### config.mk
export PLATFORM = sky130hd
export DESIGN_NAME = gpio_port_ctrl
export DESIGN_NICKNAME = d
export VERILOG_FILES = /design/src/rtl/gpio_port_pkg.sv /design/src/rtl/gpio_addr_decode.sv /design/src/rtl/gpio_in_sync.sv /design/src/rtl/gpio_state_regs.sv /design/src/rtl/gpio_read_mux.sv /design/src/rtl/gpio_port_ctrl.sv
export SDC_FILE = /design/constraint.sdc
export NUM_CORES = 1
export LEC_CHECK = 0
export BUFFER_PORTS_ARGS = -buffer_cell sky130_fd_sc_hd__buf_2
export CORE_MARGIN = 1.5
export CORE_UTILIZATION = 55
export DETAILED_ROUTE_END_ITERATION = 7
export GPL_TIMING_DRIVEN = 0
export PLACE_DENSITY_LB_ADDON = 0.12
export SLEW_MARGIN = 20
export SYNTH_ARGS = -nofsm -noshare
export SYNTH_HDL_FRONTEND = slang
export SYNTH_SLANG_ARGS = --single-unit
### constraint.sdc
create_clock -name clk -period 3 [get_ports clk]
set_clock_uncertainty 0.05 [all_clocks]
set_input_delay 0.15 -clock clk [delete_from_list [all_inputs] [get_ports clk]]
set_output_delay 0.15 -clock clk [all_outputs]
set_load 0.02 [all_outputs]
### src/rtl/gpio_port_pkg.sv
package gpio_port_pkg;

  // Which register view an address selects
  typedef enum logic [3:0] {
    ACC_NONE,
    ACC_BYTE,
    ACC_DIR,
    ACC_MASK,
    ACC_RAW,
    ACC_MSKD,
    ACC_OSET,
    ACC_OCLR,
    ACC_OTGL,
    ACC_DSET,
    ACC_DCLR,
    ACC_DTGL
  } acc_kind_e;

  // Word offsets of the port-wide registers
  localparam logic [15:0] OFS_DIR  = 16'h2000;
  localparam logic [15:0] OFS_MASK = 16'h2080;
  localparam logic [15:0] OFS_RAW  = 16'h2100;
  localparam logic [15:0] OFS_MSKD = 16'h2180;
  localparam logic [15:0] OFS_OSET = 16'h2200;
  localparam logic [15:0] OFS_OCLR = 16'h2280;
  localparam logic [15:0] OFS_OTGL = 16'h2300;
  localparam logic [15:0] OFS_DSET = 16'h2380;
  localparam logic [15:0] OFS_DCLR = 16'h2400;
  localparam logic [15:0] OFS_DTGL = 16'h2480;

endpackage

### src/rtl/gpio_addr_decode.sv
module gpio_addr_decode
  import gpio_port_pkg::*;
#(
  parameter int ADDR_W = 14,
  parameter int NPINS  = 32,
  parameter int PIN_W  = 5
) (
  input  logic [ADDR_W-1:0] addr,
  output acc_kind_e         kind,
  output logic [PIN_W-1:0]  pin_idx
);

  // Word registers ignore the two low address bits
  function automatic logic word_hit(input logic [ADDR_W-1:0] a, input logic [15:0] ofs);
    return a[ADDR_W-1:2] == ofs[ADDR_W-1:2];
  endfunction

  logic byte_hit;

  assign byte_hit = 32'(addr) < NPINS;
  assign pin_idx  = addr[PIN_W-1:0];

  always_comb begin
    kind = ACC_NONE;
    if (byte_hit)                     kind = ACC_BYTE;
    else if (word_hit(addr, OFS_DIR))  kind = ACC_DIR;
    else if (word_hit(addr, OFS_MASK)) kind = ACC_MASK;
    else if (word_hit(addr, OFS_RAW))  kind = ACC_RAW;
    else if (word_hit(addr, OFS_MSKD)) kind = ACC_MSKD;
    else if (word_hit(addr, OFS_OSET)) kind = ACC_OSET;
    else if (word_hit(addr, OFS_OCLR)) kind = ACC_OCLR;
    else if (word_hit(addr, OFS_OTGL)) kind = ACC_OTGL;
    else if (word_hit(addr, OFS_DSET)) kind = ACC_DSET;
    else if (word_hit(addr, OFS_DCLR)) kind = ACC_DCLR;
    else if (word_hit(addr, OFS_DTGL)) kind = ACC_DTGL;
  end

endmodule

### src/rtl/gpio_in_sync.sv
module gpio_in_sync #(
  parameter int NPINS = 32,
  parameter int DEPTH = 2
) (
  input  logic             clk,
  input  logic             rst,
  input  logic [NPINS-1:0] d,
  output logic [NPINS-1:0] q
);

  logic [NPINS-1:0] stage_q [DEPTH];

  always_ff @(posedge clk) begin
    if (rst) begin
      for (int s = 0; s < DEPTH; s++) stage_q[s] <= '0;
    end else begin
      stage_q[0] <= d;
      for (int s = 1; s < DEPTH; s++) stage_q[s] <= stage_q[s-1];
    end
  end

  assign q = stage_q[DEPTH-1];

endmodule

### src/rtl/gpio_state_regs.sv
module gpio_state_regs
  import gpio_port_pkg::*;
#(
  parameter int NPINS = 32,
  parameter int PIN_W = 5
) (
  input  logic             clk,
  input  logic             rst,
  input  logic             we,
  input  acc_kind_e        kind,
  input  logic [PIN_W-1:0] pin_idx,
  input  logic [NPINS-1:0] wdata,
  input  logic             wbyte_nz,
  output logic [NPINS-1:0] out_q,
  output logic [NPINS-1:0] dir_q,
  output logic [NPINS-1:0] mask_q
);

  logic [NPINS-1:0] out_nx;
  logic [NPINS-1:0] dir_nx;
  logic [NPINS-1:0] mask_nx;

  // One slice per pin: each bit works out its own next latch and direction value
  for (genvar i = 0; i < NPINS; i++) begin : g_pin
    logic o_n;
    logic d_n;

    always_comb begin
      o_n = out_q[i];
      d_n = dir_q[i];
      if (we) begin
        case (kind)
          ACC_BYTE: if (pin_idx == PIN_W'(i)) o_n = wbyte_nz;
          ACC_RAW:  o_n = wdata[i];
          ACC_MSKD: if (!mask_q[i]) o_n = wdata[i];
          ACC_OSET: if (wdata[i]) o_n = 1'b1;
          ACC_OCLR: if (wdata[i]) o_n = 1'b0;
          ACC_OTGL: if (wdata[i]) o_n = ~out_q[i];
          ACC_DIR:  d_n = wdata[i];
          ACC_DSET: if (wdata[i]) d_n = 1'b1;
          ACC_DCLR: if (wdata[i]) d_n = 1'b0;
          ACC_DTGL: if (wdata[i]) d_n = ~dir_q[i];
          default: ;
        endcase
      end
    end

    assign out_nx[i] = o_n;
    assign dir_nx[i] = d_n;
  end

  assign mask_nx = (we && kind == ACC_MASK) ? wdata : mask_q;

  always_ff @(posedge clk) begin
    if (rst) begin
      out_q  <= '0;
      dir_q  <= '0;
      mask_q <= '0;
    end else begin
      out_q  <= out_nx;
      dir_q  <= dir_nx;
      mask_q <= mask_nx;
    end
  end

endmodule

### src/rtl/gpio_read_mux.sv
module gpio_read_mux
  import gpio_port_pkg::*;
#(
  parameter int NPINS  = 32,
  parameter int DATA_W = 32,
  parameter int PIN_W  = 5
) (
  input  logic              clk,
  input  logic              rst,
  input  logic              re,
  input  acc_kind_e         kind,
  input  logic [PIN_W-1:0]  pin_idx,
  input  logic [NPINS-1:0]  pins,
  input  logic [NPINS-1:0]  out_q,
  input  logic [NPINS-1:0]  dir_q,
  input  logic [NPINS-1:0]  mask_q,
  output logic [DATA_W-1:0] rdata_q
);

  logic [NPINS-1:0]  sel_word;
  logic [DATA_W-1:0] rd_nx;

  always_comb begin
    sel_word = '0;
    case (kind)
      ACC_DIR:  sel_word = dir_q;
      ACC_MASK: sel_word = mask_q;
      ACC_RAW:  sel_word = pins;
      ACC_MSKD: sel_word = pins & ~mask_q;
      ACC_OSET: sel_word = out_q;
      default:  sel_word = '0;
    endcase
  end

  // The byte view returns a single bit in position 0; write-only views return 0
  assign rd_nx = (kind == ACC_BYTE) ? DATA_W'(pins[pin_idx]) : DATA_W'(sel_word);

  always_ff @(posedge clk) begin
    if (rst)     rdata_q <= '0;
    else if (re) rdata_q <= rd_nx;
  end

endmodule

### src/rtl/gpio_port_ctrl.sv
module gpio_port_ctrl
  import gpio_port_pkg::*;
#(
  parameter int NPINS  = 32,
  parameter int ADDR_W = 14,
  parameter int DATA_W = 32
) (
  input  logic              clk,
  input  logic              rst,
  input  logic [ADDR_W-1:0] bus_addr,
  input  logic [DATA_W-1:0] bus_wdata,
  input  logic              bus_we,
  input  logic              bus_re,
  output logic [DATA_W-1:0] bus_rdata,
  input  logic [NPINS-1:0]  pin_in,
  output logic [NPINS-1:0]  pin_out,
  output logic [NPINS-1:0]  pin_oe
);

  localparam int PIN_W = (NPINS > 1) ? $clog2(NPINS) : 1;

  acc_kind_e        kind;
  logic [PIN_W-1:0] pin_idx;
  logic [NPINS-1:0] pins_s;
  logic [NPINS-1:0] out_q;
  logic [NPINS-1:0] dir_q;
  logic [NPINS-1:0] mask_q;

  gpio_addr_decode #(.ADDR_W(ADDR_W), .NPINS(NPINS), .PIN_W(PIN_W)) dec_i (
    .addr    (bus_addr),
    .kind    (kind),
    .pin_idx (pin_idx)
  );

  gpio_in_sync #(.NPINS(NPINS), .DEPTH(2)) sync_i (
    .clk (clk),
    .rst (rst),
    .d   (pin_in),
    .q   (pins_s)
  );

  gpio_state_regs #(.NPINS(NPINS), .PIN_W(PIN_W)) regs_i (
    .clk      (clk),
    .rst      (rst),
    .we       (bus_we),
    .kind     (kind),
    .pin_idx  (pin_idx),
    .wdata    (bus_wdata[NPINS-1:0]),
    .wbyte_nz (|bus_wdata[7:0]),
    .out_q    (out_q),
    .dir_q    (dir_q),
    .mask_q   (mask_q)
  );

  gpio_read_mux #(.NPINS(NPINS), .DATA_W(DATA_W), .PIN_W(PIN_W)) rmux_i (
    .clk     (clk),
    .rst     (rst),
    .re      (bus_re),
    .kind    (kind),
    .pin_idx (pin_idx),
    .pins    (pins_s),
    .out_q   (out_q),
    .dir_q   (dir_q),
    .mask_q  (mask_q),
    .rdata_q (bus_rdata)
  );

  assign pin_out = out_q;
  assign pin_oe  = dir_q;

endmodule

## Word-level counts from Yosys, hierarchy flattened

Memories as Yosys holds them, arrays and structs flattened.
Index checks and enable logic that the tools add are counted.

- Register bits: 128
- Bits in writable memories: 64
- Input bits: 82
- Logic and storage cells: 790
- Memories kept: 1

Memory list:

| memory | depth | width | rd ports | clocked after Yosys merged registers in | write ports | line | source |
|---|---|---|---|---|---|---|---|
| sync_i.stage_q | 2 | 32 | 2 | 0 | 2 | gpio_in_sync.sv:11 | `logic [NPINS-1:0] stage_q [DEPTH];` |

- $lt $le $gt $ge: 2
- Equality and inequality tests: 308
- Multiplexer cells: 276
- Bitwise logic cells: 68
- Reductions and logical operators: 69

Operators by type and width:

| operator | number |
|---|---|
| inequality test 2 bit, second input constant | 224 |
| AND reduction 7 bit | 32 |
| two-way mux 1 bit | 196 |
| one-hot mux 1 bit (6 select lines) | 32 |
| one-hot mux 32 bit (5 select lines) | 1 |
| AND reduction 5 bit | 32 |
| one-hot mux 1 bit (4 select lines) | 32 |
| == test 12 bit, second input constant | 10 |
| two-way mux 32 bit | 3 |
| == test 5 bit, second input constant | 16 |
| inequality test 2 x 1 -> 1 bit, second input constant | 32 |
| inverter 1 bit | 64 |
| two-way mux 4 bit | 11 |
| == test 5 x 4 -> 1 bit, second input constant | 8 |
| bitwise AND 32 bit | 1 |
| inverter 32 bit | 1 |
| == test 5 x 3 -> 1 bit, second input constant | 4 |
| == test 4 x 3 -> 1 bit, second input constant | 4 |
| == test 4 bit, second input constant | 4 |
| < comparator 14 x 6 -> 1 bit, second input constant | 1 |
| == test 5 x 2 -> 1 bit, second input constant | 2 |
| == test 4 x 2 -> 1 bit, second input constant | 2 |
| OR reduction 8 bit | 1 |
| < comparator 5 x 6 -> 1 bit, second input constant | 1 |
| 8 further kinds | 9 |

## Logic depth before layout (Yosys ltp)

- Depth after elaboration: 15
- Mapped depth: 9

## Modules after synthesis

From an unflattened synthesis, not the netlist that was laid out.

- Cell total of the unflattened synthesis: 1183
- Area total of the unflattened synthesis: 10465.0 um2

By module, submodules not included:

| module | times used | cells each | area each (um2) |
|---|---|---|---|
| gpio_state_regs | 1 | 703 | 5854.4 |
| gpio_read_mux | 1 | 290 | 2285.9 |
| gpio_in_sync | 1 | 167 | 2158.3 |
| gpio_addr_decode | 1 | 20 | 150.1 |
| gpio_port_ctrl | 1 | 3 | 16.3 |

## Least setup slack after synthesis

OpenSTA, ideal clock, no wires.

- Path kind: input-to-reg
- From: in bus_addr[5]
- To: reg regs_i.out_q[12]
- Data arrival time: 1915 ps
- Data required time: 2835 ps
- Setup slack: 920 ps
- Cell stages on the path: 7
- Cells stage by stage: or4_1 buf_2 a2111oi_4 o2bb2ai_1 clkbuf_1 o2111a_1 o21a_1

- Cells in the longest elaborated chain, start to end: 15
- Elaborated cells on any way between the ends: 36
- Classes of those cells: 1 x order compare; 21 x eq/ne; 12 x mux; 2 x reduce/logical

RTL lines:

| element | line | source |
|---|---|---|
| start, declared | gpio_port_ctrl.sv:10 | `input logic [ADDR_W-1:0] bus_addr,` |
| == test 12 bit | gpio_addr_decode.sv:15 | `return a[ADDR_W-1:2] == ofs[ADDR_W-1:2];` |
| two-way mux 4 bit | gpio_addr_decode.sv:35 | `else if (word_hit(addr, OFS_DTGL)) kind = ACC_DTGL;` |
| two-way mux 4 bit | gpio_addr_decode.sv:34 | `else if (word_hit(addr, OFS_DCLR)) kind = ACC_DCLR;` |
| two-way mux 4 bit | gpio_addr_decode.sv:33 | `else if (word_hit(addr, OFS_DSET)) kind = ACC_DSET;` |
| two-way mux 4 bit | gpio_addr_decode.sv:32 | `else if (word_hit(addr, OFS_OTGL)) kind = ACC_OTGL;` |
| two-way mux 4 bit | gpio_addr_decode.sv:31 | `else if (word_hit(addr, OFS_OCLR)) kind = ACC_OCLR;` |
| two-way mux 4 bit | gpio_addr_decode.sv:30 | `else if (word_hit(addr, OFS_OSET)) kind = ACC_OSET;` |
| two-way mux 4 bit | gpio_addr_decode.sv:29 | `else if (word_hit(addr, OFS_MSKD)) kind = ACC_MSKD;` |
| two-way mux 4 bit | gpio_addr_decode.sv:28 | `else if (word_hit(addr, OFS_RAW)) kind = ACC_RAW;` |
| two-way mux 4 bit | gpio_addr_decode.sv:27 | `else if (word_hit(addr, OFS_MASK)) kind = ACC_MASK;` |
| two-way mux 4 bit | gpio_addr_decode.sv:26 | `else if (word_hit(addr, OFS_DIR)) kind = ACC_DIR;` |
| two-way mux 4 bit (*) | gpio_addr_decode.sv:25 | `if (byte_hit) kind = ACC_BYTE;` |
| == test 4 x 3 -> 1 bit, or another cell as far along | gpio_state_regs.sv:32 | `case (kind)` |
| nonzero test 6 bit (no line), or another cell as far along | n/a |  |
| AND reduction 7 bit (no line) | n/a |  |
| end signal, assigned | gpio_state_regs.sv:60 | `out_q <= out_nx;` |
| end, declared | gpio_state_regs.sv:14 | `output logic [NPINS-1:0] out_q,` |

Every way passes the cells marked *; elsewhere a longest branch is shown, timed or not.
A chain may end at the register's enable or synchronous reset.

## Final worst setup path

- From: in bus_addr[0]
- To: reg regs_i.out_q[9]

- Cells in the longest elaborated chain, start to end: 5
- Elaborated cells on any way between the ends: 17
- Classes of those cells: 1 x order compare; 12 x eq/ne; 2 x mux; 2 x reduce/logical

RTL lines:

| element | line | source |
|---|---|---|
| < comparator 14 x 6 -> 1 bit | gpio_addr_decode.sv:20 | `assign byte_hit = 32'(addr) < NPINS;` |
| two-way mux 4 bit | gpio_addr_decode.sv:25 |  |
| == test 4 x 3 -> 1 bit, or another cell as far along | gpio_state_regs.sv:32 |  |
| nonzero test 6 bit (no line), or another cell as far along | n/a |  |
| AND reduction 7 bit (no line) | n/a |  |

Several ways; a longest one is shown, not always the timed one.

==> flow_summary.yaml <==
sta:
  max_slew_margin_pct: 26.56
  tightest_slew_ns: 1.102
  drv_slew: 0
  fin_ws_ns: 0.02951
  fmax_ghz: 0.3366
  fin_crit_sh_pct: 99.02
  grt_setup_unrepaired: "no"
  min_period_ns: 2.970
  hold_viol: 0
  setup-violations-final: 0
grt:
  grt_overflow: 0
  grt_pass1_wl_mm: 57.88
  antenna_found_initial: 3
  grt_max_degree: 21
  track_usage_pct: 40.96
  grt_pass1_vias: 10012
final_layout:
  area_growth_pct: 24.00
  fillers: 1475
  drive_above_1_share_pct: 19.26
  final_nets: 1507
synthesis:
  ys_seq_elements: 192
  synthSimpleGateAreaFrac_pct: 19.16
  ys_async_sr_fraction_pct: 0
  synth_edf_count: 0
  synth-seq-area-share_pct: 38.40
  syn_nets: 1249
  synth_area_per_cell_um2: 8.576
  synth.area.mux_share_pct: 1.800
  postSynthCellCount: 1167
  synthAdderAreaFrac_pct: 0
  netlist_area_um2: 10010
  ys_types: 47
  synthFlopType: "dfxtp_1"
  yosysWarningCount: 0
  synthXorXnorAreaFrac_pct: 0
  synth_compound_area_share_pct: 33.44
  synth_top_family_by_area: "compound AO/OA/AOI/OAI gates"
clock_tree:
  cts_resized: 0
  cts_tree: "built"
  cts.clk_slew.worst_paths_ns: 0.08
  cts.sink_count: 192
  htree_levels: 4
  cts_root_buf: "clkbuf_16"
  cts_setup_buffers: 0
  numCtsBuffers: 17
  clockBufferDepth: 2
  insertion_delay_ns: 0.45
die:
  fp.coreArea_um2: 17900
  die_h_um: 137.9
  io_pins: 178
  rows: 49
  die_w_um: 137.9
  dieArea_um2: 19020
  start_util_pct: 55.91
critical_path:
  worstPathCellList: "clkbuf_1 -> clkbuf_1 -> nor3b_1 -> nand2_1 -> a22oi_1 -> a31oi_1 -> o21a_1"
  crit_family: "buffers and inverters"
  critical_path_arrival_ns: 3.27
  reg2reg_to: "rmux_i.rdata_q[0]"
  crit_end: "regs_i.out_q[9]"
  r2r.worst_path.cells: 5
  max_stage_delay_ns: 0.89
  rrSetupSlack_ns: 1.17
  critPathSlowestCell: "nor3b_1"
  timing.rr.start: "sync_i.stage_q[0][33]"
  setup.worst_path.start: "bus_addr[0]"
  cp-end-kind: "flip-flop"
  critPathBufInv: 2
  worstPathMaxFanout: 10
  required_ns: 3.30
  critical_path_depth: 7
  crit_type: "primary input to flip-flop"
  worstSetupStartpointType: "primary input"
  critPathMostFrequentCell: "clkbuf_1"
outcome:
  status: "finished clean"
min_path:
  hold_class: "primary input to flip-flop"
  hp-start: "bus_re"
power:
  p_leak_nw: 4.760
  vdd_drop_max_mv: 0.3860
  total_power_mw: 5.377
  power_density_nw_per_um2: 433.3
detailed_routing:
  vias: 10924
  vias_per_cell: 6.541
  ant_nets: 0
  drt_iter0_markers: 1551
  routed_wl_mm: 38.72
  drt-pass1-iter-count: 8
  wl_per_cell_um: 23.19
  drc_errors: 0
place:
  hpwl_mm: 26.62
  portBuffers: 175
  gp_congestion: 0.9955
  post-place-ws_ns: -0.3195
flow_run:
  drv_cap: 0
cells by family after synthesis:
kind of cell           after synthesis
AND/OR/NAND/NOR                    365
flip-flops                         192
AO/OA/AOI/OAI                      418
buffers and inverters              184
multiplexers                         8
how the worst min path moves through the flow:
| stage | end | slack [ns] | cells after the start |
|---|---|---|---|
| after floorplan | sync_i.stage_q[0][0] | 0.23 | 1 |
| after global placement | sync_i.stage_q[0][24] | 0.31 | 2 |
| after detailed placement | sync_i.stage_q[0][28] | 0.31 | 2 |
| after CTS | rmux_i.rdata_q[0] | 0.02 | 4 |
| after global routing | rmux_i.rdata_q[0] | 0.08 | 4 |
| final | rmux_i.rdata_q[0] | 0.02 | 4 |
placed cells by master, fill, tap and decap left out, drive strengths merged, types with 16 or more instances in the layout:
master | netlist | layout
nor2b | 98 | 98
a31oi | 34 | 34
dfxtp | 192 | 192
nor3 | 17 | 17
a22oi | 33 | 33
a211oi | 53 | 53
inv | 69 | 76
o21ai | 35 | 35
or3 | 33 | 33
a22o | 63 | 63
dlygate4sd3 | 0 | 64
buf | 23 | 198
a21oi | 32 | 32
o32ai | 31 | 31
o2111a | 31 | 31
clkbuf | 92 | 109
o221a | 31 | 31
nor2 | 17 | 17
nand2 | 153 | 153
a221oi | 33 | 33
and2 | 16 | 16
o21a | 34 | 34
cell usage after synthesis, drive strengths merged (33+ instances only):
cell	number	area, um2
or3	33	206.5
a211oi	53	397.9
o21a	34	255.2
dfxtp	192	3844
nor2b	98	613.1
inv	69	259.0
nand2	153	574.3
a22o	63	551.8
a31oi	34	212.7
a221oi	33	289.0
o21ai	35	175.2
a22oi	33	247.7
clkbuf	92	345.3
stage by stage:
stage / setup TNS (ns) / util (%) / instances / hold WS, ns / instance area (um2)
after global placement: -0.9437 / 62.40 / 1571 / 0.3072 / 11170
final: 0 / 69.32 / 1670 / 0.02314 / 12410
after global routing: 0 / 69.30 / 1668 / 0.07555 / 12410
after CTS: 0 / 69.28 / 1667 / 0.01973 / 12400
after floorplan: 0 / - / 1167 / 0.2282 / 10010
after detailed placement: -1.128 / 62.40 / 1571 / 0.3116 / 11170
flip-flops by register name (all words and copies together) (netlist names):
name / count
sync_i.stage_q: 64
regs_i.dir_q: 32
regs_i.mask_q: 32
regs_i.out_q: 32
rmux_i.rdata_q: 32
area by class of cell:
type | instances | area [um2] | share of cell area, %
Antenna cell | 3 | 7.507 | 0.06049
Buffer | 115 | 460.4 | 3.710
Clock buffer | 17 | 425.4 | 3.428
Clock inverter | 15 | 166.4 | 1.341
Inverter | 69 | 259.0 | 2.087
Multi-Input combinational cell | 791 | 5445 | 43.88
Sequential cell | 192 | 3844 | 30.97
Tap cell | 229 | 286.5 | 2.309
Timing Repair Buffer | 239 | 1516 | 12.22
worst min-delay path, cell delays in order:
cell,delay [ns]
buf_2,0.13
inv_1,0.05
a31oi_1,0.03
a31oi_1,0.10
where the power goes:
group	internal, mW	switching (mW)	leakage [nW]
clock network	1.12	1.19	0.282
logic	0.189	0.272	2.92
registers	2.59	0.0236	1.56
repair_timing:
action	CTS	global route
hold endpoints to repair	64	0
endpoints found under the setup margin	0	0
hold buffers	64	0
routing by layer:
metal	track usage, %	part of all wire, %
met3	10.82	12
met2	62.99	44
met4	18.46	4.3
met1	53.88	40
met5	0	0
Power figures use the tool's default switching activity.
